===== src/rtl/uop_seq_pkg.sv =====
package uop_seq_pkg;
  typedef enum logic [1:0] {
    PH_IDLE  = 2'd0,
    PH_RUN   = 2'd1,
    PH_DRAIN = 2'd2
  } seq_phase_e;

  localparam int NUM_OPND = 3;
  localparam int OPND_DST = 0;
  localparam int OPND_SRC = 1;
  localparam int OPND_WGT = 2;
endpackage


===== src/rtl/uop_ram.sv =====
module uop_ram #(
  parameter int DEPTH = 16,
  parameter int WIDTH = 33,
  localparam int AW = $clog2(DEPTH)
) (
  input  logic             clk,
  input  logic             we,
  input  logic [AW-1:0]    waddr,
  input  logic [WIDTH-1:0] wdata,
  input  logic [AW-1:0]    raddr,
  output logic [WIDTH-1:0] rdata
);
  logic [WIDTH-1:0] mem [DEPTH];

  always_ff @(posedge clk) begin
    if (we) mem[waddr] <= wdata;
  end

  always_ff @(posedge clk) begin
    rdata <= mem[raddr];
  end
endmodule


===== src/rtl/affine_term.sv =====
module affine_term #(
  parameter int IDX_W = 11
) (
  input  logic             clk,
  input  logic             rst,
  input  logic             load,
  input  logic [IDX_W-1:0] a_in,
  input  logic [IDX_W-1:0] b_in,
  input  logic             col_step,
  input  logic             row_step,
  input  logic [IDX_W-1:0] base,
  output logic [IDX_W-1:0] idx
);
  logic [IDX_W-1:0] a_q, b_q, row_acc, col_acc;

  always_ff @(posedge clk) begin
    if (rst) begin
      a_q     <= '0;
      b_q     <= '0;
      row_acc <= '0;
      col_acc <= '0;
    end else if (load) begin
      a_q     <= a_in;
      b_q     <= b_in;
      row_acc <= '0;
      col_acc <= '0;
    end else if (row_step) begin
      row_acc <= row_acc + a_q;
      col_acc <= '0;
    end else if (col_step) begin
      col_acc <= col_acc + b_q;
    end
  end

  assign idx = base + row_acc + col_acc;

  // right after a load both running terms are zero, so the index is the base alone
  p_origin_r3: assert property (@(posedge clk) disable iff (rst)
    load |=> (idx == base));
endmodule


===== src/rtl/uop_loop_ctrl.sv =====
module uop_loop_ctrl
  import uop_seq_pkg::*;
#(
  parameter int UOP_AW = 4,
  parameter int EXT_W  = 6
) (
  input  logic              clk,
  input  logic              rst,
  input  logic              ins_valid,
  input  logic [UOP_AW-1:0] ins_ubeg,
  input  logic [UOP_AW:0]   ins_uend,
  input  logic [EXT_W-1:0]  ins_ext_i,
  input  logic [EXT_W-1:0]  ins_ext_j,
  input  logic              op_valid,
  input  logic              op_ready,
  output logic              ins_ready,
  output logic              start,
  output logic              fire,
  output logic              col_step,
  output logic              row_step,
  output logic [UOP_AW-1:0] rd_addr,
  output logic              done
);
  localparam logic [UOP_AW-1:0] ONE_A = 1;
  localparam logic [UOP_AW:0]   ONE_P = 1;
  localparam logic [EXT_W-1:0]  ONE_E = 1;

  seq_phase_e        phase_q;
  logic [UOP_AW-1:0] ptr_q, beg_q, ptr_nxt;
  logic [UOP_AW:0]   end_q;
  logic [EXT_W-1:0]  x_q, y_q, ei_q, ej_q;
  logic              empty_job, last_uop, last_x, last_y;

  assign ins_ready = (phase_q == PH_IDLE) && !done;
  assign start     = ins_valid && ins_ready;
  assign empty_job = (ins_ext_i == '0) || (ins_ext_j == '0) || (ins_uend <= {1'b0, ins_ubeg});
  assign fire      = (phase_q == PH_RUN) && (!op_valid || op_ready);
  assign last_uop  = (({1'b0, ptr_q} + ONE_P) == end_q);
  assign last_x    = (x_q == ej_q - ONE_E);
  assign last_y    = (y_q == ei_q - ONE_E);
  assign ptr_nxt   = last_uop ? beg_q : ptr_q + ONE_A;
  assign col_step  = fire && last_uop && !last_x;
  assign row_step  = fire && last_uop && last_x;
  // read one entry ahead so the registered buffer output matches ptr_q
  assign rd_addr   = start ? ins_ubeg : (fire ? ptr_nxt : ptr_q);

  always_ff @(posedge clk) begin
    if (rst) begin
      phase_q <= PH_IDLE;
      done    <= 1'b0;
      ptr_q   <= '0;
      beg_q   <= '0;
      end_q   <= '0;
      x_q     <= '0;
      y_q     <= '0;
      ei_q    <= '0;
      ej_q    <= '0;
    end else begin
      done <= 1'b0;
      case (phase_q)
        PH_IDLE: begin
          if (start) begin
            beg_q   <= ins_ubeg;
            end_q   <= ins_uend;
            ei_q    <= ins_ext_i;
            ej_q    <= ins_ext_j;
            ptr_q   <= ins_ubeg;
            x_q     <= '0;
            y_q     <= '0;
            phase_q <= empty_job ? PH_IDLE : PH_RUN;
            done    <= empty_job;
          end
        end
        PH_RUN: begin
          if (fire) begin
            ptr_q <= ptr_nxt;
            if (last_uop) begin
              if (last_x) begin
                x_q <= '0;
                y_q <= y_q + ONE_E;
                if (last_y) phase_q <= PH_DRAIN;
              end else begin
                x_q <= x_q + ONE_E;
              end
            end
          end
        end
        PH_DRAIN: begin
          if (op_ready) begin
            phase_q <= PH_IDLE;
            done    <= 1'b1;
          end
        end
        default: phase_q <= PH_IDLE;
      endcase
    end
  end

  p_counters_in_range_r2: assert property (@(posedge clk) disable iff (rst)
    (phase_q == PH_RUN) |-> ((x_q < ej_q) && (y_q < ei_q)));

  p_busy_after_accept_r5: assert property (@(posedge clk) disable iff (rst)
    (start && !empty_job) |=> !ins_ready);

  p_done_single_r7: assert property (@(posedge clk) disable iff (rst)
    done |=> !done);

  p_empty_done_r8: assert property (@(posedge clk) disable iff (rst)
    (start && empty_job) |=> (done && !op_valid));
endmodule


===== src/rtl/uop_affine_seq.sv =====
module uop_affine_seq
  import uop_seq_pkg::*;
#(
  parameter int UOP_DEPTH = 16,
  parameter int IDX_W     = 11,
  parameter int EXT_W     = 6,
  localparam int UOP_AW   = $clog2(UOP_DEPTH),
  localparam int UOP_W    = NUM_OPND * IDX_W
) (
  input  logic              clk,
  input  logic              rst,
  input  logic              uop_we,
  input  logic [UOP_AW-1:0] uop_waddr,
  input  logic [IDX_W-1:0]  uop_wdst,
  input  logic [IDX_W-1:0]  uop_wsrc,
  input  logic [IDX_W-1:0]  uop_wwgt,
  input  logic              ins_valid,
  output logic              ins_ready,
  input  logic [UOP_AW-1:0] ins_ubeg,
  input  logic [UOP_AW:0]   ins_uend,
  input  logic [EXT_W-1:0]  ins_ext_i,
  input  logic [EXT_W-1:0]  ins_ext_j,
  input  logic [IDX_W-1:0]  ins_dst_a,
  input  logic [IDX_W-1:0]  ins_dst_b,
  input  logic [IDX_W-1:0]  ins_src_a,
  input  logic [IDX_W-1:0]  ins_src_b,
  input  logic [IDX_W-1:0]  ins_wgt_a,
  input  logic [IDX_W-1:0]  ins_wgt_b,
  output logic              op_valid,
  input  logic              op_ready,
  output logic [IDX_W-1:0]  op_dst,
  output logic [IDX_W-1:0]  op_src,
  output logic [IDX_W-1:0]  op_wgt,
  output logic              done
);
  logic              start, fire, col_step, row_step;
  logic [UOP_AW-1:0] rd_addr;
  logic [UOP_W-1:0]  uop_word;
  logic [IDX_W-1:0]  fac_a [NUM_OPND];
  logic [IDX_W-1:0]  fac_b [NUM_OPND];
  logic [IDX_W-1:0]  idx   [NUM_OPND];

  uop_ram #(.DEPTH(UOP_DEPTH), .WIDTH(UOP_W)) i_ram (
    .clk   (clk),
    .we    (uop_we),
    .waddr (uop_waddr),
    .wdata ({uop_wwgt, uop_wsrc, uop_wdst}),
    .raddr (rd_addr),
    .rdata (uop_word)
  );

  uop_loop_ctrl #(.UOP_AW(UOP_AW), .EXT_W(EXT_W)) i_ctrl (
    .clk       (clk),
    .rst       (rst),
    .ins_valid (ins_valid),
    .ins_ubeg  (ins_ubeg),
    .ins_uend  (ins_uend),
    .ins_ext_i (ins_ext_i),
    .ins_ext_j (ins_ext_j),
    .op_valid  (op_valid),
    .op_ready  (op_ready),
    .ins_ready (ins_ready),
    .start     (start),
    .fire      (fire),
    .col_step  (col_step),
    .row_step  (row_step),
    .rd_addr   (rd_addr),
    .done      (done)
  );

  assign fac_a[OPND_DST] = ins_dst_a;
  assign fac_b[OPND_DST] = ins_dst_b;
  assign fac_a[OPND_SRC] = ins_src_a;
  assign fac_b[OPND_SRC] = ins_src_b;
  assign fac_a[OPND_WGT] = ins_wgt_a;
  assign fac_b[OPND_WGT] = ins_wgt_b;

  for (genvar g = 0; g < NUM_OPND; g++) begin : g_opnd
    affine_term #(.IDX_W(IDX_W)) i_term (
      .clk      (clk),
      .rst      (rst),
      .load     (start),
      .a_in     (fac_a[g]),
      .b_in     (fac_b[g]),
      .col_step (col_step),
      .row_step (row_step),
      .base     (uop_word[g*IDX_W +: IDX_W]),
      .idx      (idx[g])
    );
  end

  always_ff @(posedge clk) begin
    if (rst)           op_valid <= 1'b0;
    else if (fire)     op_valid <= 1'b1;
    else if (op_ready) op_valid <= 1'b0;
  end

  always_ff @(posedge clk) begin
    if (fire) begin
      op_dst <= idx[OPND_DST];
      op_src <= idx[OPND_SRC];
      op_wgt <= idx[OPND_WGT];
    end
  end

  p_stall_hold_r6: assert property (@(posedge clk) disable iff (rst)
    (op_valid && !op_ready) |=> (op_valid && $stable(op_dst) && $stable(op_src) && $stable(op_wgt)));

  p_done_drained_r7: assert property (@(posedge clk) disable iff (rst)
    done |-> !op_valid);
endmodule


===== config.mk =====
export PLATFORM = sky130hd
export DESIGN_NAME = uop_affine_seq
export DESIGN_NICKNAME = d
export VERILOG_FILES = /design/src/rtl/uop_seq_pkg.sv /design/src/rtl/uop_ram.sv /design/src/rtl/affine_term.sv /design/src/rtl/uop_loop_ctrl.sv /design/src/rtl/uop_affine_seq.sv
export SDC_FILE = /design/constraint.sdc
export NUM_CORES = 1
export LEC_CHECK = 0
export CORE_ASPECT_RATIO = 0.7
export CORE_MARGIN = 2
export CORE_UTILIZATION = 60
export DETAILED_ROUTE_END_ITERATION = 8
export DONT_BUFFER_PORTS = 1
export HOLD_SLACK_MARGIN = 0.02
export PLACE_DENSITY = 0.76
export SLEW_MARGIN = 20
export SYNTH_ARGS = -nofsm -noshare
export SYNTH_HDL_FRONTEND = slang
export SYNTH_HIERARCHICAL = 1
export SYNTH_SLANG_ARGS = --single-unit

===== constraint.sdc =====
create_clock -name clk -period 7.8 [get_ports clk]
set_clock_uncertainty 0.2 [all_clocks]
set_input_delay 0.39 -clock clk [delete_from_list [all_inputs] [get_ports clk]]
set_output_delay 0.39 -clock clk [all_outputs]
set_load 0.02 [all_outputs]

# == Word level (Yosys, flattened, before mapping) ==
# Memories as Yosys holds them, arrays and structs flattened. A register that Yosys moved wholly into a read port is not among the register bits.
# Cells that the tools add are included.
# totals
word_cells,109
regBits,206
inputBits,129
mem_bits_rw,528
mem_bits_ro,0
memories,1
output_inout_bits,36
latch_bits,0
# mem_list
memory,depth,word_bits,rd,rd_clocked_by_memory_dff,write_ports,line_no,source
i_ram.mem,16,33,1,1,1,uop_ram.sv:13,logic [WIDTH-1:0] mem [DEPTH];
# op_classes
muxes,29
addsub,18
shifts,0
reduce_logical,24
bitwise,0
n_lt_le_gt_ge,1
div,0
n_eq_ne,11
n_mul,0
# op_table
op,n
11-bit adder,12
6-bit two-way mux,7
6-bit case mux with 2 select lines,2
4-bit two-way mux,4
"6-bit by 1-bit adder with 6-bit output, second input constant",2
6-bit == test,2
6-bit zero test,2
2-bit two-way mux,6
"6-bit by 1-bit subtractor with 6-bit output, second input constant",2
"2-bit by 1-bit inequality test with 1-bit output, second input constant",5
4-bit case mux with 2 select lines,1
1-bit two-way mux,7
1-bit logical AND,6
2-bit case mux with 3 select lines,1
6-bit AND reduction,1
"4-bit by 1-bit adder with 5-bit output, second input constant",1
5-bit == test,1
5-bit by 4-bit less-or-equal comparator with 1-bit output,1
5-bit AND reduction,1
"4-bit by 1-bit adder with 4-bit output, second input constant",1
2-bit AND reduction,2
4-bit AND reduction,1
2-bit nonzero test,2
1-bit zero test,3
8 further kinds,10

# == Logic depth before layout (Yosys ltp) ==
# Gate-level depths: netlist of the first run.
# depth
word_depth,7
depth_mapped,14
ltp_nobuf,12

# == Cells and area by module ==
# The synthesis of the first run kept the hierarchy.
# by_module_without_submodules
module,area_per_inst_um2,seq_area_each_um2,cells_per_inst,instances
uop_ram,20631.0,16515.8,864,1
affine_term at g_opnd[1].i_term ...,3283.1,880.8,370,2
affine_term at g_opnd[0].i_term,3234.4,880.8,374,1
uop_loop_ctrl,2367.3,800.8,305,1
uop_affine_seq,1029.7,1011.0,37,1

# == Least setup slack after synthesis of the first run ==
# OpenSTA, ideal clock, no wires.
# synth_path
path_kind,input-to-reg
start,in uop_waddr[2]
end,"mem i_ram.mem[0][0], enable pin"
stages,2
setup_ns,0.465
slack_ns,3.960
arrival_time_ns,3.175
required_ns,7.135
path_buffers,0
cell_sequence,or3b_2 nor3_1
# synth_rtl
element,line_no,source
"start, declared",uop_affine_seq.sv:13,"input logic [UOP_AW-1:0] uop_waddr,"
"end, declared",uop_ram.sv:13,
# No word-level cell before the write port.

# == Worst setup path after layout of the first run ==
# layout_path
start,reg i_ctrl.phase_q[0]
end,reg i_ram.rdata[16] (read register of i_ram.mem)
# layout_via
elab_chain_cells,4
elab_cells_between_ends,7
classes_between,1 x eq/ne; 2 x mux; 4 x reduce/logical
# layout_lines
element,line_no,source
"start, declared",uop_loop_ctrl.sv:28,seq_phase_e phase_q;
"start signal, assigned",uop_loop_ctrl.sv:70,phase_q <= empty_job ? PH_IDLE : PH_RUN;
2-bit by 1-bit == test with 1-bit output,uop_loop_ctrl.sv:37,assign fire = (phase_q == PH_RUN) && (!op_valid || op_ready);
1-bit logical AND,uop_loop_ctrl.sv:37,
net fire,uop_affine_seq.sv:36,"logic start, fire, col_step, row_step;"
4-bit two-way mux,-,
4-bit two-way mux,uop_loop_ctrl.sv:45,assign rd_addr = start ? ins_ubeg : (fire ? ptr_nxt : ptr_q);
net rd_addr[0],uop_affine_seq.sv:37,logic [UOP_AW-1:0] rd_addr;
"end, declared",uop_ram.sv:11,output logic [WIDTH-1:0] rdata
# The timed path passes the listed nets, and every way through them passes these cells.
# A chain may end at the register's enable or synchronous reset.

==> flow_metrics.env, run 1 <==
export IMPL_register_area_um2=21000
export IMPL_crit_path_start_kind="flip-flop"
export IMPL_hold_viol=0
export IMPL_synth_edf_count=561
export IMPL_dr_pass1_iters=7
export IMPL_clockBufferDepth=3
export IMPL_root_buffer="clkbuf_16"
export IMPL_max_freq_ghz=0.213
export IMPL_yosysWarnings=6
export IMPL_place_gp_congestion=0.928
export IMPL_drv_cap=0
export IMPL_grt_overflow=0
export IMPL_status="complete, no violations"
export IMPL_dp_cells=2985
export IMPL_ios=165
export IMPL_ys_types=89
export IMPL_grtUsageTotal_pct=28.5
export IMPL_cp_arrival_ns=5.00
export IMPL_hold_path_class="primary input to flip-flop"
export IMPL_nets=2715
export IMPL_rrSetupSlack_ns=3.10
export IMPL_numCtsBuffers=72
export IMPL_grt_max_degree=134
export IMPL_min_period_ns=4.70
export IMPL_final_cells=3257
export IMPL_setup_tns_ns=0
export IMPL_slew_viol_final=0
export IMPL_syn_area_um2=33800
export IMPL_die_height_um=203
export IMPL_ir_drop_mv=0.189
export IMPL_r2r_start="i_ctrl/phase_q[0]"
export IMPL_min_path_cells=2
export IMPL_reg2reg_to="i_ram/rdata[16]"
export IMPL_finalCritPeriodShare_pct=60.2
export IMPL_place_hpwl_um=45700
export IMPL_wl_um=82100
export IMPL_rr_worst_depth=11
export IMPL_cp_end_kind="flip-flop"
export IMPL_initial_core_util_pct=61.0
export IMPL_cp_max_fo=81
export IMPL_max_slew_margin_pct=29.7
export IMPL_drc=0
export IMPL_tightestPinTransition_ns=1.05
export IMPL_antenna_found_initial=9
export IMPL_cts_resized_gates=0
export IMPL_multi_input_area_um2=12200
export IMPL_core_area_um2=55500
export IMPL_grt_pass1_vias=21100
export IMPL_worstSetupPathType="flip-flop to flip-flop"
export IMPL_synth_top_flop_cell="edfxtp_1"
export IMPL_hp_start="rst"
export IMPL_syn_avg_cell_area_um2=14.6
export IMPL_die_area_um2=58300
export IMPL_htree_levels=3
export IMPL_async_flop_share_pct=0
export IMPL_dr_total_vias=21100
export IMPL_viasPerCell=6.48
export IMPL_final_setup_viol_count=0
export IMPL_rsz0062_at_grt="no"
export IMPL_clk_latency_ns=0.64
export IMPL_clk_pin_slew_ns=0.06
export IMPL_wl_per_cell_um=25.2
export IMPL_grt_pass1_wl_um=126000
export IMPL_port_buffers=0
export IMPL_ant_nets=0
export IMPL_die_x_um=288
export IMPL_fillers=3576
export IMPL_cts_sinks=767
export IMPL_cts_tree="built"
export IMPL_synthCells=2320
export IMPL_synth_seq_cells=767
export IMPL_p_leak_nw=13.6
export IMPL_yosysSeqAreaShare_pct=62.0
export IMPL_crit_required_ns=8.10
export IMPL_drtIter0Drc=2221
export IMPL_p_per_area_nw_per_um2=258
export IMPL_drive_gt1_share_pct=12.8
export IMPL_area_growth_pct=13.5
export IMPL_whs_endpoint="g_opnd[0].i_term/col_acc[2]"
export IMPL_syn_nets=2584
export IMPL_rows=72
-- cell usage after synthesis (all sizes together) (11+ instances only) --
| cell type | count | share of area [%] |
|---|---|---|
| a211oi | 23 | 0.54 |
| a21o | 22 | 0.50 |
| a21oi | 113 | 1.7 |
| a22oi | 67 | 1.5 |
| a31oi | 14 | 0.30 |
| and3 | 15 | 0.29 |
| buf | 51 | 1.2 |
| clkbuf | 52 | 0.58 |
| dfxtp | 206 | 12 |
| edfxtp | 561 | 50 |
| fa | 39 | 2.3 |
| ha | 96 | 3.6 |
| inv | 62 | 0.69 |
| mux2i | 99 | 2.9 |
| mux4 | 132 | 9.0 |
| nand2 | 124 | 1.4 |
| nand2b | 12 | 0.22 |
| nand3 | 63 | 0.93 |
| nand3b | 12 | 0.27 |
| nand4 | 25 | 0.46 |
| nor2 | 174 | 1.9 |
| nor2b | 24 | 0.44 |
| nor3 | 39 | 0.61 |
| o211ai | 11 | 0.24 |
| o21a | 13 | 0.29 |
| o21ai | 61 | 0.90 |
| or3 | 22 | 0.44 |
| xnor2 | 45 | 1.2 |
| xor2 | 16 | 0.41 |
-- cells in the final DEF (no fill, tap or decap), types with 59 or more instances in the layout --
| cell | count |
|---|---|
| a21oi_1 | 112 |
| a22oi_1 | 67 |
| clkbuf_16 | 74 |
| dfxtp_1 | 206 |
| dlygate4sd3_1 | 130 |
| edfxtp_1 | 561 |
| ha_1 | 96 |
| inv_1 | 61 |
| mux2i_1 | 99 |
| mux4_2 | 113 |
| nand2_1 | 124 |
| nand3_1 | 63 |
| nor2_1 | 158 |
| o21ai_0 | 59 |
-- state kept, by name, indices dropped and copies added, names as in the netlist --
signal,count
i_ram/mem,528
i_ctrl/beg_q,4
i_ctrl/ei_q,6
g_opnd.i_term/b_q,33
op_dst,11
i_ram/rdata,33
i_ctrl/ptr_q,4
g_opnd.i_term/a_q,33
i_ctrl/ej_q,6
i_ctrl/phase_q,2
op_wgt,11
op_src,11
g_opnd.i_term/row_acc,33
i_ctrl/x_q,6
i_ctrl/y_q,6
op_valid,1
g_opnd.i_term/col_acc,33
i_ctrl/end_q,5
i_ctrl/done,1
-- critical path, cell delays in order, from the launching register on --
cell      delay [ns]
dfxtp_1         0.42
nor2b_1         0.26
nand2b_1        0.39
inv_2           0.79
o21ai_0         0.22
a211oi_1        0.55
nor2_4          0.07
buf_12          0.25
buf_16          0.30
mux4_2          0.57
a22oi_1         0.26
nand2_1         0.11
-- how the worst max path moves through the flow --
stage                      startpoint               to  cells past startpoint
detailed placement           op_valid  i_ram/rdata[26]                     10
global placement             op_valid  i_ram/rdata[26]                     10
floorplan                uop_waddr[2]  i_ram/mem[0][0]                      2
CTS                          op_valid  i_ram/rdata[23]                     10
global route        i_ctrl/phase_q[0]  i_ram/rdata[13]                     11
finish              i_ctrl/phase_q[0]  i_ram/rdata[16]                     11
-- timing repair --
item / in CTS / in global routing
setup buffers: 0 / 0
hold buffers: 131 / 0
hold endpoints to repair: 662 / 0
-- through the flow --
step	util (%)	cell area (um^2)	power [mW]	hold slack (ns)	worst slack, ns
2_1_floorplan	-	33800	5.85	0.234	3.96
3_5_place_dp	62.3	34600	6.20	0.247	3.29
5_1_grt	69.2	38400	10.2	0.0638	2.79
3_3_place_gp	62.3	34600	6.15	0.239	3.45
6_report	69.2	38400	9.90	0.0820	3.10
4_1_cts	69.1	38400	9.92	0.0206	3.29
-- routing by layer --
layer | share of wire (%) | GRT usage, % | up-vias | wire length, um
li1 | - | - | 9280 | -
met2 | 48 | 45.6 | 1119 | 39200
met4 | 2.4 | 7.79 | 4 | 1980
met5 | 0.034 | 0 | - | 28
met3 | 9.5 | 5.55 | 168 | 7770
met1 | 40 | 40.4 | 10500 | 33100
-- where the power goes --
group / switching (mW) / leakage, nW / total [mW] / internal, mW
Clock: 1.54 / 1.20 / 3.64 / 2.10
Sequential: 0.240 / 6.77 / 4.85 / 4.61
Combinational: 0.777 / 5.63 / 1.40 / 0.626
-- cell families after synthesis --
kind of cell,Yosys count,synth area share [%]
DFF,767,62.0
adders and majority gates,135,5.86
AOI/OAI and AO/OA,398,8.01
buffers and inverters,167,2.44
muxes,235,12.1
and+or+nand+nor,557,8.05
xor gates and xnor gates,61,1.58
-- cell type report --
| cell class | count | area share, % |
|---|---|---|
| well taps | 740 | 2.41 |
| inverters | 64 | 0.639 |
| diodes | 6 | 0.0391 |
| multi-input cells | 1386 | 31.7 |
| repair buffers | 160 | 4.14 |
| clock buffers | 95 | 5.24 |
| flip-flops and latches | 767 | 54.6 |
| clock inverters | 39 | 1.18 |
Power figures use the tool's default switching activity.
==> inputs of run 2 (changes only) <==
Settings changed: CORE_UTILIZATION 60 to 58.
Clock period 7.8 ns to 4.05 ns, I/O delays scaled along.
==> run 2 against run 1 <==
Against the previous run:
- combinational power up 100%
- clock-buffer cell count shrank 2
- wire length is 1.3% lower
- register-to-register slack got worse by 2.9 ns
- critical endpoint is now g_opnd[2].i_term/row_acc[10]
- largest power group unchanged
- highest routed layer unchanged
==> flow_metrics.env, run 2 (same netlist as run 1, synthesis figures left out) <==
export IMPL_clk_latency_ns=0.62
export IMPL_finalCritPeriodShare_pct=95.8
export IMPL_cp_max_fo=33
export IMPL_multi_input_area_um2=12200
export IMPL_fillers=3763
export IMPL_dr_wl_met3_um=7820
export IMPL_die_height_um=206
export IMPL_rr_worst_depth=13
export IMPL_crit_path_start_kind="flip-flop"
export IMPL_largest_reg_flops=528
export IMPL_crit_required_ns=4.35
export IMPL_drv_cap=0
export IMPL_die_x_um=293
export IMPL_min_path_cells=5
export IMPL_whs_endpoint="g_opnd[0].i_term/row_acc[10]"
export IMPL_place_gp_congestion=0.927
export IMPL_cp_end_kind="flip-flop"
export IMPL_core_area_um2=58000
export IMPL_worstSetupPathType="flip-flop to flip-flop"
export IMPL_viasPerCell=6.36
export IMPL_min_period_ns=3.88
export IMPL_p_leak_nw=13.8
export IMPL_grtUsageTotal_pct=27.0
export IMPL_reg2reg_to="g_opnd[2].i_term/row_acc[10]"
export IMPL_initial_core_util_pct=58.4
export IMPL_numCtsBuffers=72
export IMPL_r2r_start="i_ctrl/ej_q[0]"
export IMPL_tightestPinTransition_ns=0.969
export IMPL_htree_levels=3
export IMPL_clockBufferDepth=3
export IMPL_dr_pass1_iters=7
export IMPL_wl_per_cell_um=24.4
export IMPL_final_setup_viol_count=0
export IMPL_port_buffers=0
export IMPL_place_hpwl_um=47600
export IMPL_dr_max_layer_used="met5"
export IMPL_drive_gt1_share_pct=13.2
export IMPL_utilization_pct=67.0
export IMPL_grt_max_degree=112
export IMPL_final_cell_mix="561 x edfxtp_1, 206 x dfxtp_1, 158 x nor2_1"
export IMPL_wl_met1_um=33500
export IMPL_ant_nets=0
export IMPL_antenna_found_initial=9
export IMPL_grt_pass1_wl_um=122000
export IMPL_cp_arrival_ns=4.18
export IMPL_setup_tns_ns=0
export IMPL_status="complete, no violations"
export IMPL_rows=74
export IMPL_cts_sinks=767
export IMPL_nets=2758
export IMPL_pre_cts_ws_ns=0.273
export IMPL_cts_tree="built"
export IMPL_hold_viol=0
export IMPL_dr_wl_met2_um=37300
export IMPL_root_buffer="clkbuf_16"
export IMPL_wl_um=81000
export IMPL_drtIter0Drc=2232
export IMPL_max_freq_ghz=0.258
export IMPL_grt_overflow=0
export IMPL_register_area_um2=21000
export IMPL_ios=165
export IMPL_die_area_um2=60300
export IMPL_setup_slack_ns=0.169
export IMPL_rrSetupSlack_ns=0.17
export IMPL_hold_path_class="primary input to flip-flop"
export IMPL_regMostFlops="i_ram/mem"
export IMPL_ir_drop_mv=0.296
export IMPL_hp_start="rst"
export IMPL_grt_pass1_vias=20800
export IMPL_layout_commonest_cell="edfxtp_1"
export IMPL_area_growth_pct=14.8
export IMPL_max_slew_margin_pct=35.2
export IMPL_p_per_area_nw_per_um2=486
export IMPL_drc=0
export IMPL_dr_total_vias=21100
export IMPL_clk_pin_slew_ns=0.06
export IMPL_slew_viol_final=0
==> run 2: cell type report <==
| type | instances | share of cell area, % |
|---|---|---|
| Sequential cell | 767 | 54.0 |
| Multi-Input combinational cell | 1386 | 31.4 |
| Timing Repair Buffer | 203 | 5.41 |
| Clock buffer | 93 | 5.09 |
| Tap cell | 760 | 2.45 |
| Clock inverter | 37 | 0.954 |
| Inverter | 64 | 0.632 |
| Antenna cell | 9 | 0.0580 |
==> run 2: how the worst max path moves through the flow <==
stage	from	end	slack (ns)
finish	i_ctrl/ej_q[0]	g_opnd[2].i_term/row_acc[10]	0.17
global route	i_ctrl/ej_q[0]	g_opnd[2].i_term/row_acc[10]	-0.06
CTS	i_ctrl/ej_q[0]	g_opnd[1].i_term/row_acc[10]	0.21
detailed placement	i_ctrl/ej_q[0]	g_opnd[1].i_term/row_acc[10]	0.27
global placement	i_ctrl/ptr_q[0]	i_ram/rdata[29]	0.51
floorplan	uop_waddr[2]	i_ram/mem[0][0]	0.40
==> run 2: per-layer routing <==
metal  up-vias  GRT usage, %
met5         -             0
met1     10500          37.4
li1       9365             -
met4         4          8.39
met2      1053          42.1
met3       186          7.43
==> run 2: stage by stage <==
stage	total power, mW	hold slack, ns	cells	area [um^2]
CTS	19.0	0.0249	3309	38800
global placement	12.0	0.0839	3025	34900
floorplan	11.3	0.0649	2320	33800
finish	18.9	0.0496	3319	38800
detailed placement	12.1	0.0864	3025	34900
global route	19.6	0.0664	3314	38800
==> run 2: worst max-delay path, stage by stage, from the launching register on <==
cell	delay, ns
dfxtp_1	0.48
inv_1	0.09
ha_1	0.27
o21ba_2	0.22
a22oi_1	0.26
o2111ai_1	0.28
a21oi_2	0.35
nor3b_2	0.34
buf_12	0.24
nor4b_1	0.34
nor2b_1	0.24
nand3_1	0.09
and4bb_2	0.25
o311ai_0	0.08
==> run 2: power by group <==
| group | internal [mW] | leakage [nW] | switching, mW | total [mW] |
|---|---|---|---|---|
| registers | 8.87 | 6.77 | 0.430 | 9.30 |
| clock network | 3.85 | 1.14 | 2.89 | 6.74 |
| logic | 1.30 | 5.90 | 1.54 | 2.84 |
| total | 14.0 | 13.8 | 4.87 | 18.9 |
==> run 2: what timing repair did <==
action / CTS / global route
setup buffers: 0 / 1
hold buffers: 154 / 0
hold endpoints to repair: 826 / 0
endpoints found under the setup margin: 0 / 4
resized for setup: 0 / 4
